<file path="src/rtl/pd_rx_pkg.sv">
package pd_rx_pkg;

   typedef enum logic [1:0] {
      ST_SEARCH = 2'd0,
      ST_SOP    = 2'd1,
      ST_DATA   = 2'd2,
      ST_DRAIN  = 2'd3
   } rx_state_t;

   localparam logic [4:0]  SYM_SYNC    = 5'b11000;
   localparam logic [4:0]  SYM_EOP     = 5'b01101;
   localparam logic [31:0] CRC_POLY    = 32'hEDB88320;
   localparam logic [31:0] CRC_INIT    = 32'hFFFFFFFF;
   localparam logic [31:0] CRC_RESIDUE = 32'hDEBB20E3;
   localparam int          CHK_BYTES   = 4;

endpackage

</file>
<file path="src/rtl/pd_sym_decoder.sv">
module pd_sym_decoder (
   input  logic [4:0] code,
   output logic       is_data,
   output logic       is_eop,
   output logic [3:0] nibble
);
   import pd_rx_pkg::*;

   always_comb begin
      is_data = 1'b1;
      nibble  = 4'h0;
      unique case (code)
         5'b11110: nibble = 4'h0;
         5'b01001: nibble = 4'h1;
         5'b10100: nibble = 4'h2;
         5'b10101: nibble = 4'h3;
         5'b01010: nibble = 4'h4;
         5'b01011: nibble = 4'h5;
         5'b01110: nibble = 4'h6;
         5'b01111: nibble = 4'h7;
         5'b10010: nibble = 4'h8;
         5'b10011: nibble = 4'h9;
         5'b10110: nibble = 4'hA;
         5'b10111: nibble = 4'hB;
         5'b11010: nibble = 4'hC;
         5'b11011: nibble = 4'hD;
         5'b11100: nibble = 4'hE;
         5'b11101: nibble = 4'hF;
         default:  is_data = 1'b0;
      endcase
   end

   assign is_eop = (code == SYM_EOP);

endmodule

</file>
<file path="src/rtl/pd_crc32_byte.sv">
module pd_crc32_byte #(
   parameter logic [31:0] POLY = 32'hEDB88320
) (
   input  logic [31:0] crc_in,
   input  logic [7:0]  din,
   output logic [31:0] crc_out
);
   logic [31:0] stage [0:8];

   assign stage[0] = crc_in ^ {24'd0, din};

   for (genvar i = 0; i < 8; i++) begin : g_bit
      assign stage[i+1] = stage[i][0] ? ((stage[i] >> 1) ^ POLY) : (stage[i] >> 1);
   end

   assign crc_out = stage[8];

endmodule

</file>
<file path="src/rtl/pd_rx_buffer.sv">
module pd_rx_buffer #(
   parameter int AW = 6
) (
   input  logic          clk,
   input  logic          wr_en,
   input  logic [AW-1:0] wr_addr,
   input  logic [7:0]    wr_data,
   input  logic [AW-1:0] rd_addr,
   output logic [7:0]    rd_data
);
   localparam int ENTRIES = 1 << AW;

   logic [7:0] mem [0:ENTRIES-1];

   always_ff @(posedge clk) begin
      if (wr_en) mem[wr_addr] <= wr_data;
   end

   assign rd_data = mem[rd_addr];

endmodule

</file>
<file path="src/rtl/pd_rx_deframer.sv">
module pd_rx_deframer #(
   parameter int BUF_DEPTH = 32,
   parameter int SOP_SYMS  = 4,
   parameter int SOP_MIN   = 3
) (
   input  logic       clk,
   input  logic       rst_n,
   input  logic       sq_active,
   input  logic       rx_bit,
   input  logic       rx_bit_vld,
   output logic [7:0] rd_data,
   output logic       rd_valid,
   output logic       rd_last,
   output logic       pkt_done,
   output logic       pkt_good
);
   import pd_rx_pkg::*;

   localparam int AW = $clog2(BUF_DEPTH + 1);
   localparam int SW = $clog2(SOP_SYMS + 1);
   localparam logic [AW-1:0] MIN_BYTES = AW'(CHK_BYTES + 1);
   localparam logic [AW-1:0] FULL_CNT  = AW'(BUF_DEPTH);

   if (BUF_DEPTH < 8) begin : g_chk_depth
      $error("BUF_DEPTH must be at least 8");
   end
   if (SOP_MIN > SOP_SYMS || SOP_MIN < 1 || SOP_SYMS < 2) begin : g_chk_sop
      $error("SOP_MIN must lie in 1..SOP_SYMS and SOP_SYMS must be at least 2");
   end

   rx_state_t     state;
   logic [4:0]    win;
   logic [4:0]    sym;
   logic [2:0]    bcnt;
   logic [SW-1:0] scnt;
   logic [SW-1:0] smatch;
   logic [3:0]    lo_nib;
   logic          have_lo;
   logic [AW-1:0] wcnt;
   logic [AW-1:0] rcnt;
   logic [AW-1:0] rlen;
   logic [31:0]   crc;

   logic [4:0]    win_next;
   logic [4:0]    sym_next;
   logic          sym_done;
   logic          dec_data;
   logic          dec_eop;
   logic [3:0]    dec_nib;
   logic [7:0]    byte_next;
   logic [31:0]   crc_next;
   logic [SW-1:0] sop_votes;
   logic          wr_en;
   logic [7:0]    buf_rd;

   assign win_next  = {win[3:0], rx_bit};
   assign sym_next  = {sym[3:0], rx_bit};
   assign sym_done  = rx_bit_vld && (bcnt == 3'd4);
   assign byte_next = {dec_nib, lo_nib};
   assign sop_votes = smatch + SW'(sym_next == SYM_SYNC);
   assign wr_en     = (state == ST_DATA) && sq_active && sym_done && dec_data
                      && have_lo && (wcnt < FULL_CNT);

   pd_sym_decoder u_dec (
      .code    (sym_next),
      .is_data (dec_data),
      .is_eop  (dec_eop),
      .nibble  (dec_nib)
   );

   pd_crc32_byte #(.POLY(CRC_POLY)) u_crc (
      .crc_in  (crc),
      .din     (byte_next),
      .crc_out (crc_next)
   );

   pd_rx_buffer #(.AW(AW)) u_buf (
      .clk     (clk),
      .wr_en   (wr_en),
      .wr_addr (wcnt),
      .wr_data (byte_next),
      .rd_addr (rcnt),
      .rd_data (buf_rd)
   );

   always_ff @(posedge clk or negedge rst_n) begin
      if (!rst_n) begin
         state    <= ST_SEARCH;
         win      <= '0;
         sym      <= '0;
         bcnt     <= '0;
         scnt     <= '0;
         smatch   <= '0;
         lo_nib   <= '0;
         have_lo  <= 1'b0;
         wcnt     <= '0;
         rcnt     <= '0;
         rlen     <= '0;
         crc      <= CRC_INIT;
         rd_data  <= '0;
         rd_valid <= 1'b0;
         rd_last  <= 1'b0;
         pkt_done <= 1'b0;
         pkt_good <= 1'b0;
      end else begin
         rd_valid <= 1'b0;
         rd_last  <= 1'b0;
         pkt_done <= 1'b0;
         pkt_good <= 1'b0;
         unique case (state)
            ST_SEARCH: begin
               if (!sq_active) begin
                  win <= '0;
               end else if (rx_bit_vld) begin
                  win <= win_next;
                  if (win_next == SYM_SYNC) begin
                     state  <= ST_SOP;
                     bcnt   <= '0;
                     scnt   <= SW'(1);
                     smatch <= SW'(1);
                  end
               end
            end
            ST_SOP: begin
               if (!sq_active) begin
                  state <= ST_SEARCH;
                  win   <= '0;
               end else if (rx_bit_vld) begin
                  sym  <= sym_next;
                  bcnt <= bcnt + 3'd1;
                  if (sym_done) begin
                     bcnt <= '0;
                     if (scnt == SW'(SOP_SYMS - 1)) begin
                        if (sop_votes >= SW'(SOP_MIN)) begin
                           state   <= ST_DATA;
                           wcnt    <= '0;
                           have_lo <= 1'b0;
                           crc     <= CRC_INIT;
                        end else begin
                           state <= ST_SEARCH;
                           win   <= '0;
                        end
                     end else begin
                        scnt   <= scnt + SW'(1);
                        smatch <= sop_votes;
                     end
                  end
               end
            end
            ST_DATA: begin
               if (!sq_active) begin
                  state    <= ST_SEARCH;
                  win      <= '0;
                  pkt_done <= 1'b1;
               end else if (rx_bit_vld) begin
                  sym  <= sym_next;
                  bcnt <= bcnt + 3'd1;
                  if (sym_done) begin
                     bcnt <= '0;
                     if (dec_eop) begin
                        if (!have_lo && (wcnt >= MIN_BYTES) && (crc == CRC_RESIDUE)) begin
                           state <= ST_DRAIN;
                           rcnt  <= '0;
                           rlen  <= wcnt - AW'(CHK_BYTES);
                        end else begin
                           state    <= ST_SEARCH;
                           win      <= '0;
                           pkt_done <= 1'b1;
                        end
                     end else if (dec_data) begin
                        if (!have_lo) begin
                           lo_nib  <= dec_nib;
                           have_lo <= 1'b1;
                        end else if (wcnt == FULL_CNT) begin
                           state    <= ST_SEARCH;
                           win      <= '0;
                           pkt_done <= 1'b1;
                        end else begin
                           wcnt    <= wcnt + AW'(1);
                           crc     <= crc_next;
                           have_lo <= 1'b0;
                        end
                     end else begin
                        state    <= ST_SEARCH;
                        win      <= '0;
                        pkt_done <= 1'b1;
                     end
                  end
               end
            end
            ST_DRAIN: begin
               rd_valid <= 1'b1;
               rd_data  <= buf_rd;
               rcnt     <= rcnt + AW'(1);
               if (rcnt == rlen - AW'(1)) begin
                  rd_last  <= 1'b1;
                  pkt_done <= 1'b1;
                  pkt_good <= 1'b1;
                  state    <= ST_SEARCH;
                  win      <= '0;
               end
            end
            default: state <= ST_SEARCH;
         endcase
      end
   end

   AST_VALID_FROM_DRAIN: assert property (@(posedge clk) disable iff (!rst_n)
      rd_valid |-> $past(state) == ST_DRAIN);
   AST_LAST_IS_GOOD: assert property (@(posedge clk) disable iff (!rst_n)
      rd_last |-> (rd_valid && pkt_done && pkt_good));
   AST_BAD_NO_DATA: assert property (@(posedge clk) disable iff (!rst_n)
      (pkt_done && !pkt_good) |-> !rd_valid);
   AST_NO_OVERFLOW: assert property (@(posedge clk) disable iff (!rst_n)
      wcnt <= FULL_CNT);
   AST_QUIET_LEAVES: assert property (@(posedge clk) disable iff (!rst_n)
      !sq_active |=> (state == ST_SEARCH || state == ST_DRAIN));
   AST_DRAIN_NEEDS_CRC: assert property (@(posedge clk) disable iff (!rst_n)
      ($past(state) == ST_DATA && state == ST_DRAIN) |-> $past(crc) == CRC_RESIDUE);

endmodule

</file>
<file path="config.mk">
export PLATFORM = sky130hd
export DESIGN_NAME = pd_rx_deframer
export DESIGN_NICKNAME = d
export VERILOG_FILES = /design/src/rtl/pd_rx_pkg.sv /design/src/rtl/pd_sym_decoder.sv /design/src/rtl/pd_crc32_byte.sv /design/src/rtl/pd_rx_buffer.sv /design/src/rtl/pd_rx_deframer.sv
export SDC_FILE = /design/constraint.sdc
export NUM_CORES = 1
export LEC_CHECK = 0
export BUFFER_PORTS_ARGS = -buffer_cell sky130_fd_sc_hd__clkbuf_2
export CORE_UTILIZATION = 63
export CTS_CLUSTER_DIAMETER = 200
export DETAILED_ROUTE_END_ITERATION = 12
export PLACE_DENSITY = 0.79
export SLEW_MARGIN = 20
export SYNTH_ARGS = -nofsm -noshare
export SYNTH_HDL_FRONTEND = slang
export SYNTH_SLANG_ARGS = --single-unit
export TNS_END_PERCENT = 30
</file>
<file path="constraint.sdc">
create_clock -name clk -period 4.1 [get_ports clk]
set_input_delay 0.82 -clock clk [delete_from_list [all_inputs] [get_ports clk]]
set_output_delay 0.82 -clock clk [all_outputs]
set_load 0.03 [all_outputs]
</file>
==> impl_metrics.yaml <==
cells_and_area:
  nNetsFinal: 1685
  drive_above_1_share_pct: 20.8
  final_core_util_pct: 73.3
  fin_area_um2: 28400
  syn_to_final_growth_pct: 14.4
setup_path:
  critPathKind: "flop to flop"
  worstPathArrival_ns: 3.85
  crit_fanout: 39
  startpoint_type: "flop"
  critPathCaptureType: "flop"
  critPathRequiredTime_ns: 4.57
  reg2regPathDepth: 6
global_route:
  grt_usage_pct: 25.4
  grt_overflow_total: 0
  grt_pass1_wl_um: 77000
  antenna_found_initial: 2
  grt_max_degree: 66
  grt_pass1_vias: 13508
synthesis:
  synthTopCellsByArea: "edfxtp_1 62%, mux4_2 11%, dfrtp_1 5.3%"
  synth.avg_cell_area_um2: 18.1
  synth_cell_types: 65
  syn-cell-area_um2: 24900
  synth_top_area_share_pct: 61.8
  synth_seq_cells: 597
  yosysTopAreaCell: "edfxtp_1"
  ys_top_cells_by_count: "512 x edfxtp_1, 120 x mux4_2, 63 x nor2_1"
  synth_most_common_cell: "edfxtp_1"
  yosysSeqAreaShare_pct: 70.5
  async_flop_share_pct: 14.2
  syn_inst: 1373
  ys_warn_count: 0
  ys.flop_type: "edfxtp_1"
  synth_edf_count: 512
timing:
  tightest_slew_ns: 0.975
  finalSetupViolations: 0
  fin_worst_skew_ns: 0.0248
  period_share_pct: 82.4
  period_needed_ns: 3.38
  slew_viol_final: 0
  hold_violations: 0
  slew_headroom_pct: 34.8
  setup_tns_ns: 0
  fmax_ghz: 0.296
  hold_ws_ns: 0.282
  rsz0062_at_grt: "false"
floorplan:
  die_x_um: 201
  dieArea_um2: 40300
  core-area_um2: 38800
  die_h_um: 201
  rows: 72
  boundaryPins: 17
  initial_core_util_pct: 64.0
placement:
  gp_congestion: 0.824
  placed_cell_area_um2: 26500
  hpwl_um: 29600
  portBuffers: 16
clock_network:
  clock-root-buffer: "clkbuf_16"
  cts_buffers: 56
  cts_setup_buffers: 0
  htreeDepth: 2
  clockBufferDepth: 3
  cts_resized: 0
  cts.clk_slew.worst_paths_ns: 0.06
  clock_latency_ns: 0.61
  cts_tree: "done"
  cts_hold_buf: 0
  cts.sinks: 597
drt:
  routed_wirelength_um: 49100
  vias_per_cell: 5.87
  drtAntennaViolNets: 0
  vias: 13067
  wl_per_cell_um: 22.1
  drc: 0
  drt_iter0_drc: 1005
  dr.pass1.iters: 7
power:
  power_frac_comb_pct: 8.1
  vdd_drop_max_uv: 453
  p_seq_share_pct: 52.6
  leakagePower_nw: 10.6
  p_per_area_nw_per_um2: 480
  p_int_w: 0.0106
  swShare_pct: 22.0
  power_frac_clock_pct: 39.3
  power.switching_w: 0.00300
run:
  drv_cap: 0
min_path:
  hold_class: "primary input to async pin"
status:
  status: "finished, final reports clean"
-- power groups by stage --
stage	clock (W)	combinational (W)	sequential [W]
floorplan	0	0.000861	0.00723
global placement	0	0.00106	0.00728
detailed placement	0	0.00110	0.00730
CTS	0.00544	0.00111	0.00718
global route	0.00566	0.00123	0.00721
finish	0.00536	0.00111	0.00718
-- layout make-up --
class                           instances  area, µm²
Sequential cell                       597      17600
Fill cell                            2326      10400
Multi-Input combinational cell        938       7860
Clock buffer                           75       1590
Tap cell                              518        648
Timing Repair Buffer                   51        395
Clock inverter                         30        339
Inverter                               16       60.1
Antenna cell                            1       2.50
-- cell usage in the layout (no fill, tap or decap), types with 19 or more instances in the layout --
cell | synthesis | routed
a21oi_1 | 25 | 25
a22oi_1 | 31 | 31
buf_4 | 6 | 32
clkbuf_16 | 0 | 58
conb_1 | 1 | 256
dfrtp_1 | 53 | 45
dfstp_2 | 32 | 32
edfxtp_1 | 512 | 512
ha_1 | 20 | 20
mux2_2 | 33 | 33
mux2i_1 | 51 | 51
mux4_2 | 120 | 120
nand2_1 | 62 | 62
nor2_1 | 63 | 63
o21ai_0 | 44 | 44
o22a_1 | 19 | 19
xnor2_1 | 45 | 45
xor2_1 | 19 | 19
-- flip-flops by register name (all words and copies together) (netlist names) --
name and flops:
bcnt 3, rd_data 8, pkt_good 1, rd_valid 1, smatch 3, win 4, scnt 3, rlen 6
crc 32, pkt_done 1, state 2, have_lo 1, sym 4, u_buf.mem 512, wcnt 6, lo_nib 4
rcnt 6
-- routing by layer --
layer  up-vias  routed length (µm)  track usage [%]
li1       5772                   -                -
met4         2                1490             9.08
met5         -                  13                0
met1      6725               19100             33.7
met2       460               25400             43.3
met3       108                3180             4.03
-- cells by family after synthesis --
group / share of synthesized area (%)
buffers and inverters: 1.77
AND/OR/NAND/NOR: 4.18
other: 0.0151
adder cells (fa/ha/maj): 1.01
AO/OA/AOI/OAI: 4.51
multiplexers: 14.4
XOR/XNOR: 3.55
flip-flops: 70.5
-- through the flow --
step	setup WS [ns]	power [W]	std cells
floorplan	0.956	0.00809	1628
global placement	0.780	0.00834	2120
detailed placement	0.724	0.00840	2120
CTS	0.740	0.0137	2225
global route	0.564	0.0141	2225
finish	0.720	0.0136	2226
-- worst max-delay path, cell delays in order (launching register included) --
cell	delay (ns)
dfrtp_4	0.92
buf_4	0.28
mux4_2	0.51
mux4_2	0.51
o21ai_0	0.60
nor3_1	0.11
a221o_1	0.28
-- worst paths after layout --
| check | start | endpoint | slack [ns] |
|---|---|---|---|
| min reg2reg | scnt[1]$_DFFE_PN0P_ | scnt[1]$_DFFE_PN0P_ | 0.50 |
| max in group asynchronous | rst_n | crc[28]$_DFFE_PN1P_ | 3.04 |
| min in group clk | scnt[1]$_DFFE_PN0P_ | scnt[1]$_DFFE_PN0P_ | 0.50 |
| max reg2reg | rcnt[1]$_DFFE_PN0P_ | rd_data[5]$_DFFE_PN0P_ | 0.72 |
| max | rcnt[1]$_DFFE_PN0P_ | rd_data[5]$_DFFE_PN0P_ | 0.72 |
| min | rst_n | state[1]$_DFFE_PN0P_ | 0.28 |
Power figures use the tool's default switching activity.
